<file path="src/rtl/rdf_pkg.sv">
package rdf_pkg;
  localparam int NUM_CNT = 4;

  typedef enum int {
    CNT_RD_FWD  = 0,
    CNT_RD_DROP = 1,
    CNT_WR_FWD  = 2,
    CNT_WR_DROP = 3
  } cnt_sel_e;

  // a read competes only when no write is present (write wins)
  function automatic logic read_only(input logic rd, input logic wr);
    return rd & ~wr;
  endfunction

  // a read reaches the RAM when it is observed and not a repeat
  function automatic logic read_passes(input logic rd_only, input logic obs,
                                       input logic repeat_hit);
    return rd_only & obs & ~repeat_hit;
  endfunction

  // a write reaches the RAM unless it repeats the last forwarded one
  function automatic logic write_passes(input logic wr, input logic repeat_hit);
    return wr & ~repeat_hit;
  endfunction
endpackage

</file>
<file path="src/rtl/rdf_track.sv">
module rdf_track #(
  parameter int KW = 8
) (
  input  logic          clk,
  input  logic          rst_n,
  input  logic          load,
  input  logic          kill,
  input  logic [KW-1:0] key,
  output logic          hit
);
  logic          vld_q;
  logic [KW-1:0] key_q;

  always_ff @(posedge clk) begin
    if (!rst_n) begin
      vld_q <= 1'b0;
      key_q <= '0;
    end else if (load) begin
      vld_q <= 1'b1;
      key_q <= key;
    end else if (kill) begin
      vld_q <= 1'b0;
    end
  end

  assign hit = vld_q && (key_q == key);
endmodule

</file>
<file path="src/rtl/rdf_ram.sv">
module rdf_ram #(
  parameter int AW = 4,
  parameter int DW = 8
) (
  input  logic          clk,
  input  logic          rst_n,
  input  logic          we,
  input  logic          re,
  input  logic [AW-1:0] addr,
  input  logic [DW-1:0] wdata,
  output logic [DW-1:0] rdata
);
  localparam int DEPTH = 1 << AW;

  logic [DW-1:0] mem [DEPTH];
  logic [DW-1:0] rdata_q;

  always_ff @(posedge clk) begin
    if (!rst_n) begin
      for (int i = 0; i < DEPTH; i++) mem[i] <= '0;
      rdata_q <= '0;
    end else begin
      if (we) mem[addr] <= wdata;
      if (re) rdata_q <= mem[addr];
    end
  end

  assign rdata = rdata_q;
endmodule

</file>
<file path="src/rtl/rdf_cnt.sv">
module rdf_cnt #(
  parameter int CW = 16
) (
  input  logic          clk,
  input  logic          rst_n,
  input  logic          inc,
  output logic [CW-1:0] cnt
);
  logic [CW-1:0] cnt_q;

  always_ff @(posedge clk) begin
    if (!rst_n)   cnt_q <= '0;
    else if (inc) cnt_q <= cnt_q + 1'b1;
  end

  assign cnt = cnt_q;
endmodule

</file>
<file path="src/rtl/rdf_filter.sv">
module rdf_filter
  import rdf_pkg::*;
#(
  parameter int AW = 4,
  parameter int DW = 8,
  parameter int CW = 16
) (
  input  logic          clk,
  input  logic          rst_n,
  input  logic          req_rd,
  input  logic          req_wr,
  input  logic          req_obs,
  input  logic [AW-1:0] req_addr,
  input  logic [DW-1:0] req_wdata,
  output logic          mem_rd,
  output logic          mem_wr,
  output logic [AW-1:0] mem_addr,
  output logic [DW-1:0] mem_wdata,
  output logic [DW-1:0] rsp_data,
  output logic [CW-1:0] cnt_rd_fwd,
  output logic [CW-1:0] cnt_rd_drop,
  output logic [CW-1:0] cnt_wr_fwd,
  output logic [CW-1:0] cnt_wr_drop
);
  localparam int WKW = AW + DW;

  // named internal events
  logic rd_only;
  logic rd_hit;
  logic wr_hit;
  logic rd_fwd;
  logic rd_drop;
  logic wr_fwd;
  logic wr_drop;
  logic [NUM_CNT-1:0] cnt_inc;
  logic [CW-1:0]      cnt_bus [NUM_CNT];

  assign rd_only = read_only(req_rd, req_wr);
  assign rd_fwd  = read_passes(rd_only, req_obs, rd_hit);
  assign rd_drop = rd_only & ~rd_fwd;
  assign wr_fwd  = write_passes(req_wr, wr_hit);
  assign wr_drop = req_wr & ~wr_fwd;

  // read stability: address of last forwarded read, cleared by any write
  rdf_track #(.KW(AW)) u_rd_track (
    .clk   (clk),
    .rst_n (rst_n),
    .load  (rd_fwd),
    .kill  (req_wr),
    .key   (req_addr),
    .hit   (rd_hit)
  );

  // write stability: address and data of last forwarded write
  rdf_track #(.KW(WKW)) u_wr_track (
    .clk   (clk),
    .rst_n (rst_n),
    .load  (wr_fwd),
    .kill  (1'b0),
    .key   ({req_addr, req_wdata}),
    .hit   (wr_hit)
  );

  rdf_ram #(.AW(AW), .DW(DW)) u_ram (
    .clk   (clk),
    .rst_n (rst_n),
    .we    (wr_fwd),
    .re    (rd_fwd),
    .addr  (req_addr),
    .wdata (req_wdata),
    .rdata (rsp_data)
  );

  assign cnt_inc[CNT_RD_FWD]  = rd_fwd;
  assign cnt_inc[CNT_RD_DROP] = rd_drop;
  assign cnt_inc[CNT_WR_FWD]  = wr_fwd;
  assign cnt_inc[CNT_WR_DROP] = wr_drop;

  for (genvar g = 0; g < NUM_CNT; g++) begin : g_cnt
    rdf_cnt #(.CW(CW)) u_cnt (
      .clk   (clk),
      .rst_n (rst_n),
      .inc   (cnt_inc[g]),
      .cnt   (cnt_bus[g])
    );
  end

  assign cnt_rd_fwd  = cnt_bus[CNT_RD_FWD];
  assign cnt_rd_drop = cnt_bus[CNT_RD_DROP];
  assign cnt_wr_fwd  = cnt_bus[CNT_WR_FWD];
  assign cnt_wr_drop = cnt_bus[CNT_WR_DROP];

  assign mem_rd    = rd_fwd;
  assign mem_wr    = wr_fwd;
  assign mem_addr  = req_addr;
  assign mem_wdata = req_wdata;
endmodule

</file>
<file path="config.mk">
export PLATFORM = sky130hd
export DESIGN_NAME = rdf_filter
export DESIGN_NICKNAME = d
export VERILOG_FILES = /design/src/rtl/rdf_pkg.sv /design/src/rtl/rdf_track.sv /design/src/rtl/rdf_ram.sv /design/src/rtl/rdf_cnt.sv /design/src/rtl/rdf_filter.sv
export SDC_FILE = /design/constraint.sdc
export NUM_CORES = 1
export LEC_CHECK = 0
export BUFFER_PORTS_ARGS = -buffer_cell sky130_fd_sc_hd__buf_2
export CAP_MARGIN = 10
export CORE_ASPECT_RATIO = 0.75
export CORE_UTILIZATION = 63
export DETAILED_ROUTE_END_ITERATION = 8
export PLACE_DENSITY = 0.92
export REMOVE_ABC_BUFFERS = 1
export SLEW_MARGIN = 15
export SYNTH_ARGS = -nofsm -noshare
export SYNTH_HDL_FRONTEND = slang
export SYNTH_SLANG_ARGS = --single-unit
</file>
<file path="constraint.sdc">
create_clock -name clk -period 6.66 [get_ports clk]
set_clock_uncertainty 0.2 [all_clocks]
set_input_delay 0.999 -clock clk [delete_from_list [all_inputs] [get_ports clk]]
set_output_delay 0.999 -clock clk [all_outputs]
set_load 0.01 [all_outputs]
</file>
## Word-level counts from Yosys, hierarchy flattened

Memories as Yosys holds them, arrays and structs flattened. A register that Yosys moved wholly into a read port is not among the register bits.
Cells that the tools add are included.

- Bits in registers: 82
- Bits in writable memories: 128
- Input port bits: 17
- Word-level logic and storage cells: 40
- Memories: 1

Memory list:

| name | depth | bits a word | read ports | clocked after Yosys merged registers in | wr ports | RTL line | source |
|---|---|---|---|---|---|---|---|
| u_ram.mem | 16 | 8 | 1 | 1 | 16 | rdf_ram.sv:15 | `logic [DW-1:0] mem [DEPTH];` |

- Add/sub/neg operators: 4
- Eq/ne operators: 2
- Mux-type cells: 9
- Bitwise operators: 11
- Reductions and logical operators: 5

Operators by type and width:

| operator | count |
|---|---|
| adder 16 x 1 -> 16 bit (second input constant) | 4 |
| equality test 12 bit | 1 |
| 2-to-1 mux 8 bit | 1 |
| OR reduction 8 bit | 1 |
| 2-to-1 mux 1 bit | 7 |
| AND 1 bit | 6 |
| inverter 1 bit | 5 |
| equality test 4 bit | 1 |
| 2-to-1 mux 4 bit | 1 |
| logical AND 1 bit | 2 |
| nonzero test 2 bit | 1 |
| zero test 1 bit | 1 |

## Depth between registers and ports, before layout

Gate-level depths: netlist of the first run.

- Word-level depth: 9
- Gate-level depth with buffers: 8
- Mapped depth without buffers: 6

## Modules after synthesis

Synthesis of the first run repeated with hierarchy kept, for this count alone.

- Cell total of the unflattened synthesis: 893
- Area total of the unflattened synthesis: 10,368.7 sq um

Modules (own cells, without submodules):

| module | instances | cells each | area each (sq um) | seq. area each (sq um) |
|---|---|---|---|---|
| rdf_ram | 1 | 459 | 6,368.6 | 4,003.8 |
| rdf_cnt at g_cnt[0].u_cnt ... | 3 | 83 | 744.5 | 320.3 |
| rdf_cnt at g_cnt[3].u_cnt | 1 | 83 | 742.0 | 320.3 |
| rdf_track at u_wr_track | 1 | 59 | 634.4 | 260.2 |
| rdf_track at u_rd_track | 1 | 25 | 249.0 | 100.1 |
| rdf_filter | 1 | 18 | 141.4 | 0.0 |

## Worst setup path after synthesis of the first run

Ideal clock, no wire load.

- Path kind: input -> output
- Start: input req_addr[0]
- End: output mem_wr
- Data arrival time: 2.342 ns
- Path slack: 3.119 ns
- Cell stages on the path: 6
- Path buffers: 2
- Cell sequence: buf_2 > xnor2_1 > nand4_1 > o41ai_2 > clkbuf_1 > inv_1

- Cells in the longest elaborated chain, start to end: 4

Ends and longest elaborated chain:

| item | RTL line | source |
|---|---|---|
| from (decl) | rdf_filter.sv:13 | `input logic [AW-1:0] req_addr,` |
| equality test 12 bit | rdf_track.sv:26 | `assign hit = vld_q && (key_q == key);` |
| logical AND 1 bit | rdf_track.sv:26 |  |
| inverter 1 bit | rdf_pkg.sv:24 | `return wr & ~repeat_hit;` |
| AND 1 bit | rdf_pkg.sv:24 |  |
| to (decl) | rdf_filter.sv:16 | `output logic mem_wr,` |

No other way between the ends.

## Worst setup path in the final report of the first run

- Start: input req_addr[1]
- End: output mem_wr

Same word-level chain as after synthesis.

==> results of run 1 <==
-- path summary, 6_finish.rpt --
check / from / end / slack (ns)
worst max-delay path: req_addr[1] / mem_wr / 2.39
worst min-delay path: u_ram.rdata[3] / u_ram.rdata[3] / 0.27
worst max register to register: u_wr_track.key_q[11] / u_ram.mem[14][4] / 3.41
worst min register to register: u_ram.rdata[3] / u_ram.rdata[3] / 0.27
-- registers in the layout, summed over array words and instances, names as in the netlist --
name and flops:
u_ram.mem 128, u_ram.rdata 8, u_rd_track.key_q 4, g_cnt.u_cnt.cnt 64, u_wr_track.key_q 12, u_wr_track.vld_q 1, u_rd_track.vld_q 1
-- tightest hold or removal path, delay by kind of cell (launching register included) --
kind / cells / cell delay [ns]
AND/OR/NAND/NOR: 1 / 0.05
AO/OA/AOI/OAI: 1 / 0.06
flip-flops: 1 / 0.30
-- layer usage --
| layer | up-vias | part of all wire [%] |
|---|---|---|
| li1 | 3388 | - |
| met1 | 3644 | 40 |
| met2 | 435 | 46 |
| met3 | 57 | 11 |
| met4 | 0 | 2.5 |
| met5 | - | 0 |
-- kinds of logic after synthesis --
logic type | Yosys count | share of synthesized area (%)
simple gates | 375 | 17.9
buf+inv | 80 | 3.90
fa+ha+maj | 4 | 0.505
compound gates | 129 | 8.78
mux | 53 | 9.40
flops | 218 | 57.0
xor+xnor | 27 | 2.46
-- cells in the mapped netlist (4+ instances only) --
master	instances	share of area (%)
nor2_1	168	6.4
edfxtp_1	128	39
dfxtp_1	90	18
nand2_1	70	2.7
nand3_1	38	1.9
clkbuf_1	37	1.4
mux4_2	32	7.3
o21ai_0	29	1.5
a21oi_1	28	1.4
or4_1	22	1.7
mux2i_1	21	2.1
xnor2_1	20	1.8
o31ai_1	18	1.4
a22o_1	16	1.4
buf_2	15	0.76
nand2b_1	15	0.95
buf_4	12	0.91
inv_1	12	0.45
nand4_1	9	0.57
or3_1	9	0.57
nand4b_1	8	0.71
o22ai_1	8	0.51
o211ai_1	7	0.53
and2_1	6	0.38
and3_1	6	0.38
and4_1	6	0.53
nor4_1	6	0.38
xor2_1	6	0.53
nor2b_1	5	0.32
ha_1	4	0.51
o311ai_0	4	0.35
o41ai_1	4	0.35
-- layout make-up --
cell class                      instances  area [sq um]  share of cell area [%]
Multi-Input combinational cell        588          3900                    35.1
Clock buffer                           30           604                    5.44
Timing Repair Buffer                  117           623                    5.61
Sequential cell                       218          5650                    50.8
Clock inverter                          7          36.3                   0.327
Inverter                               12          45.0                   0.405
Tap cell                              205           256                    2.31
-- through the flow --
step | total power [mW] | worst slack (ns) | util [%] | hold WS (ns) | area, sq um
after floorplan | 1.64 | 2.50 | - | 0.247 | 9560
after global placement | 1.73 | 2.58 | 68.5 | 0.255 | 10500
after detailed placement | 1.74 | 2.48 | 68.5 | 0.258 | 10500
after CTS | 2.84 | 2.45 | 72.7 | 0.269 | 11100
after global routing | 2.91 | 2.24 | 72.8 | 0.291 | 11100
final | 2.84 | 2.39 | 72.8 | 0.268 | 11100
-- power by group --
group          internal (mW)  switching (mW)
Combinational         0.0788           0.137
Clock                  0.631           0.484
Sequential              1.48          0.0255
==> metrics.md, run 1 <==
| Metric | Value |
|---|---|
| HPWL Detailed | `15,500 um` |
| Vias in the first global route | `7,052` |
| RSZ-0062 raised after global routing | `no` |
| Status | `finished clean` |
| Max-slew violation count | `0` |
| Leakage | `3.99 nW` |
| Slowest stage delay, CP | `1.05 ns` |
| Total track usage | `29.8%` |
| Fraction of layout cells with a size suffix above 1 | `19.7%` |
| Peak supply drop | `0.000178 V` |
| Initial Utilization | `64.8%` |
| Syn avg cell area | `11.2 sq um` |
| Post-CTS setup buffers | `0` |
| Worst-margin pin slew | `1.16 ns` |
| Core area | `0.0153 sq mm` |
| GPL Wtd Cong | `0.824` |
| Drt pass-1 iters | `6` |
| CP max FO | `19` |
| CTS tree | `built` |
| Clock Path Buffers | `3` |
| Crit path buf inv count | `3` |
| Clock transition at path regs | `0.06 ns` |
| IO buf count | `102` |
| Sequential share of the synthesized area | `57.0%` |
| Met1 Track Usage GR | `41.8%` |
| Critical path's most frequent cell | `buf_2` |
| H-tree lvl count | `1` |
| Initial antenna violation count | `1` |
| Final min period | `4.27 ns` |
| Met3 Usage GRT | `7.77%` |
| Max_cap viols | `0` |
| Largest net degree at the start of global routing | `57` |
| Critical path class | `input port to output pin` |
| Inserted Clock Buffers | `21` |
| Initial DRC count | `813` |
| Die area | `0.0162 sq mm` |
| Residual DRC count | `0` |
| Worst hold path type | `flop to flop` |
| Slowest-stage cell, CP | `o41ai_4` |
| Crit path depth | `6` |
| Post-CTS sizing | `0` |
| Clock Sinks | `218` |
| Final setup vio count | `0` |
| Fillers | `975` |
| Post-route clock period utilization | `64.1%` |
| Achievable clock frequency | `0.234 GHz` |
| Busiest grt layer | `met2` |
| Critical Path End Type | `output pin` |
| # rows | `39` |
| Critical Path RT | `5.46 ns` |
| Global-route wire length before repair | `37,600 um` |
| Post-synth ARST share | `0%` |
| Predominant post-synthesis flop cell | `edfxtp_1` |
| Inst Count DP | `1,140` |
| Routed Antenna Nets | `0` |
| Drt via density | `6.39` |
| Synthesized area | `0.00990 sq mm` |
| Io pins | `103` |
| Post-synth EDFFs | `128` |
| Worst slew margin | `22.0%` |
| Clock root cell | `clkbuf_16` |
| Routed WL per cell | `20.2 um` |
| Post-synthesis register bit count | `218` |
| Setup TNS Final | `0 ns` |
| Die X | `147 um` |
| Hold path cells | `2` |
| Worst-skew pair later-pin latency | `0.50 ns` |
| Cts hold-fix bufs | `0` |
| FF-to-FF path depth | `5` |
| Post-Layout Cell Count | `1,177` |
| Setup crit start kind | `input port` |
| M2 GR Usage | `46.0%` |
| Pwr per Cell Area | `256 mW/mm^2` |
| Worst path cell trace | `buf_2 -> xnor2_1 -> nand3_1 -> o41ai_4 -> inv_1 -> buf_2` |
| Ant. Diodes | `0` |
| Vias | `7,524` |
| Total global routing overflow | `0` |
| Die Y-Extent | `111 um` |
| CP arrival | `3.07 ns` |
| Final Hold Vio Count | `0` |
| CP delay by family, top | `compound AO/OA/AOI/OAI gates` |
| Commonest non-fill, non-tap cell in the layout | `nor2_1` |
| Final WL | `23,800 um` |
| Warnings, synthesis | `0` |
| Synth-to-layout area growth | `12.2%` |
| Distinct cell type count after synthesis | `49` |
| Final nets | `979` |
| Cell count after synthesis | `886` |
| Commonest non-fill, non-tap cells in the layout | `168 x nor2_1, 128 x edfxtp_1, 102 x buf_2` |
(Power assumes the default switching activity.)
==> run 2, diff against run 1 <==
CORE_UTILIZATION = 53   (was 63)
PLACE_DENSITY = 0.83   (was 0.92)
clock period = 3.8 ns   (was 6.66 ns; I/O delays follow)
==> run 2 against run 1 <==
Via count increased by 2.1%. Die area increased by 19%. Count of clock-buffer cells in the layout is 1 higher. Total power is 90% higher. Combinational power grew 84%. Clock power up 110%. Largest cell class unchanged. Global-route usage shrank 3.7 points. Design area grew 4.1%. Critical path depth is 1 higher. Worst setup slack lost 1.6 ns. Sequential power is 75% higher. Critical endpoint is now mem_rd. Sequential share of layout area is 2.0 points lower.
==> metrics.md, run 2 (synthesis gave the netlist of run 1 again) <==
| Metric | Value |
|---|---|
| Inserted Clock Buffers | `22 (+4.8%)` |
| Worst-skew pair later-pin latency | `0.51 ns (about the same)` |
| Drt via density | `6.13 (-4.1%)` |
| Commonest non-fill, non-tap cells in the layout | `168 x nor2_1, 128 x edfxtp_1, 102 x buf_2` |
| Final min period | `3.04 ns` |
| Worst-margin pin slew | `1.19 ns (+0.0284 ns)` |
| Fin util | `64.3% (-8.4 points)` |
| Commonest non-fill, non-tap cell in the layout | `nor2_1` |
| Vias in the first global route | `7,087 (+0.50%)` |
| Placed cell area | `0.0108 sq mm (+3.0%)` |
| Total global routing overflow | `0 (unchanged)` |
| Io pins | `103 (unchanged)` |
| Setup TNS Final | `0 ns (unchanged)` |
| Total track usage | `26.1% (-3.7 points)` |
| Power, Total | `5.41 mW (+90%)` |
| FF-to-FF Start | `u_wr_track.key_q[11]` |
| Post-CTS sizing | `0 (unchanged)` |
| RSZ-0062 raised after global routing | `no` |
| Footprint of the multi-input gates | `0.00389 sq mm (-0.32%)` |
| Residual DRC count | `0 (unchanged)` |
| Fraction of layout cells with a size suffix above 1 | `22.6% (+2.9 points)` |
| Worst slew margin | `20.1% (-1.9 points)` |
| Post-route clock period utilization | `79.9%` |
| HP Start | `req_wdata[2]` |
| Initial DRC count | `800 (-1.6%)` |
| Clock transition at path regs | `0.07 ns (about the same)` |
| CP arrival | `2.27 ns (-0.80 ns)` |
| Critical Path End Type | `output pin` |
| Final Hold Vio Count | `0 (unchanged)` |
| # rows | `42 (+7.7%)` |
| Routed WL per cell | `19.8 um (-1.6%)` |
| Design Area, Final | `0.0116 sq mm (+4.1%)` |
| HPWL Detailed | `16,400 um (+5.8%)` |
| Die Y-Extent | `120 um (+8.9%)` |
| Initial antenna violation count | `0 (-1)` |
| Max reg flops | `128 (unchanged)` |
| Ant. Diodes | `0 (unchanged)` |
| Clock Path Buffers | `3 (unchanged)` |
| Worst hold path type | `input port to flop` |
| Drt pass-1 iters | `5 (-1)` |
| GPL Wtd Cong | `0.863 (+4.7%)` |
| Core area | `0.0180 sq mm (+18%)` |
| Hold EP | `u_wr_track.key_q[2]` |
| Max-slew violation count | `0 (unchanged)` |
| Max_cap viols | `0 (unchanged)` |
| Total area of sequential cells | `0.00565 sq mm (unchanged)` |
| Vias | `7,679 (+2.1%)` |
| Hold path cells | `3 (+1)` |
| Status | `finished clean` |
| Critical path class | `input port to output pin` |
| Final setup vio count | `0 (unchanged)` |
| Pwr per Cell Area | `468 mW/mm^2 (+83%)` |
| CTS tree | `built` |
| H-tree lvl count | `1 (unchanged)` |
| Inst Count DP | `1,213 (+6.4%)` |
| Final nets | `1,016 (+3.8%)` |
| Largest net degree at the start of global routing | `34 (-40%)` |
| Post-CTS setup buffers | `0 (unchanged)` |
| Clock Sinks | `218 (unchanged)` |
| CP max FO | `20 (+1)` |
| Leakage | `4.23 nW (+6.1%)` |
| FF-to-FF path depth | `5 (unchanged)` |
| Initial Utilization | `55.1% (-9.7 points)` |
| Die X | `160 um (+8.9%)` |
| Cts hold-fix bufs | `0 (unchanged)` |
| Post-Layout Cell Count | `1,253 (+6.5%)` |
| Peak supply drop | `0.000267 V (+50%)` |
| Routed Antenna Nets | `0 (unchanged)` |
| Achievable clock frequency | `0.329 GHz` |
| Fillers | `1,343 (+38%)` |
| IO buf count | `102 (unchanged)` |
| Setup crit start kind | `input port` |
| Final WL | `24,900 um (+4.7%)` |
| Crit Reg-Reg Endpoint | `u_ram.mem[12][0]` |
| Slack of the worst reg-to-reg path | `1.22 ns (-2.19 ns)` |
| Clock root cell | `clkbuf_16` |
| Synth-to-layout area growth | `16.8%` |
| Global-route wire length before repair | `39,200 um (+4.2%)` |
| Critical Path RT | `3.03 ns (-2.43 ns)` |
| Biggest register | `u_ram.mem` |
| Die area | `0.0192 sq mm (+19%)` |
run 2: worst max-delay path by stage:
stage / from / endpoint / slack [ns] / depth (start not counted)
after floorplan: req_wdata[7] / u_ram.mem[0][0] / 0.07 / 5
after global placement: req_addr[0] / g_cnt[3].u_cnt.cnt[6] / 0.86 / 6
after detailed placement: req_addr[2] / g_cnt[3].u_cnt.cnt[6] / 0.81 / 6
after CTS: req_addr[0] / mem_rd / 0.80 / 7
after global routing: req_addr[0] / mem_rd / 0.66 / 7
final: req_addr[0] / mem_rd / 0.76 / 7
run 2: critical path, cell delays in order:
cell and delay [ns]:
buf_2 0.20, buf_4 0.38, xor2_1 0.17, nor3_4 0.44, a21oi_2 0.09, buf_4 0.23
buf_2 0.16
run 2: through the flow:
stage | setup slack (ns) | hold slack, ns
2_1_floorplan | 0.0668 | 0.247
3_3_place_gp | 0.862 | 0.256
3_5_place_dp | 0.808 | 0.260
4_1_cts | 0.801 | 0.181
5_1_grt | 0.662 | 0.207
6_report | 0.765 | 0.187
run 2: layer usage:
layer	global-route usage [%]	up-vias	wire, um
met5	0	-	0
met2	40.7	444	11300
li1	-	3460	-
met1	38.5	3741	10700
met4	5.06	0	349
met3	4.46	34	2590
run 2: layout make-up:
cell class | count | area share [%]
tap | 242 | 2.62
sequential | 218 | 48.8
multi-input combinational | 588 | 33.6
timing repair buffer | 153 | 7.73
clock buffer | 31 | 5.50
inverter | 12 | 0.390
clock inverter | 9 | 1.32
run 2: power by group:
part	total (mW)	switching (mW)	leakage, nW	internal (mW)
combinational	0.398	0.241	1.89	0.157
clock	2.36	0.919	0.383	1.44
sequential	2.65	0.0477	1.95	2.60
total	5.41	1.21	4.23	4.20
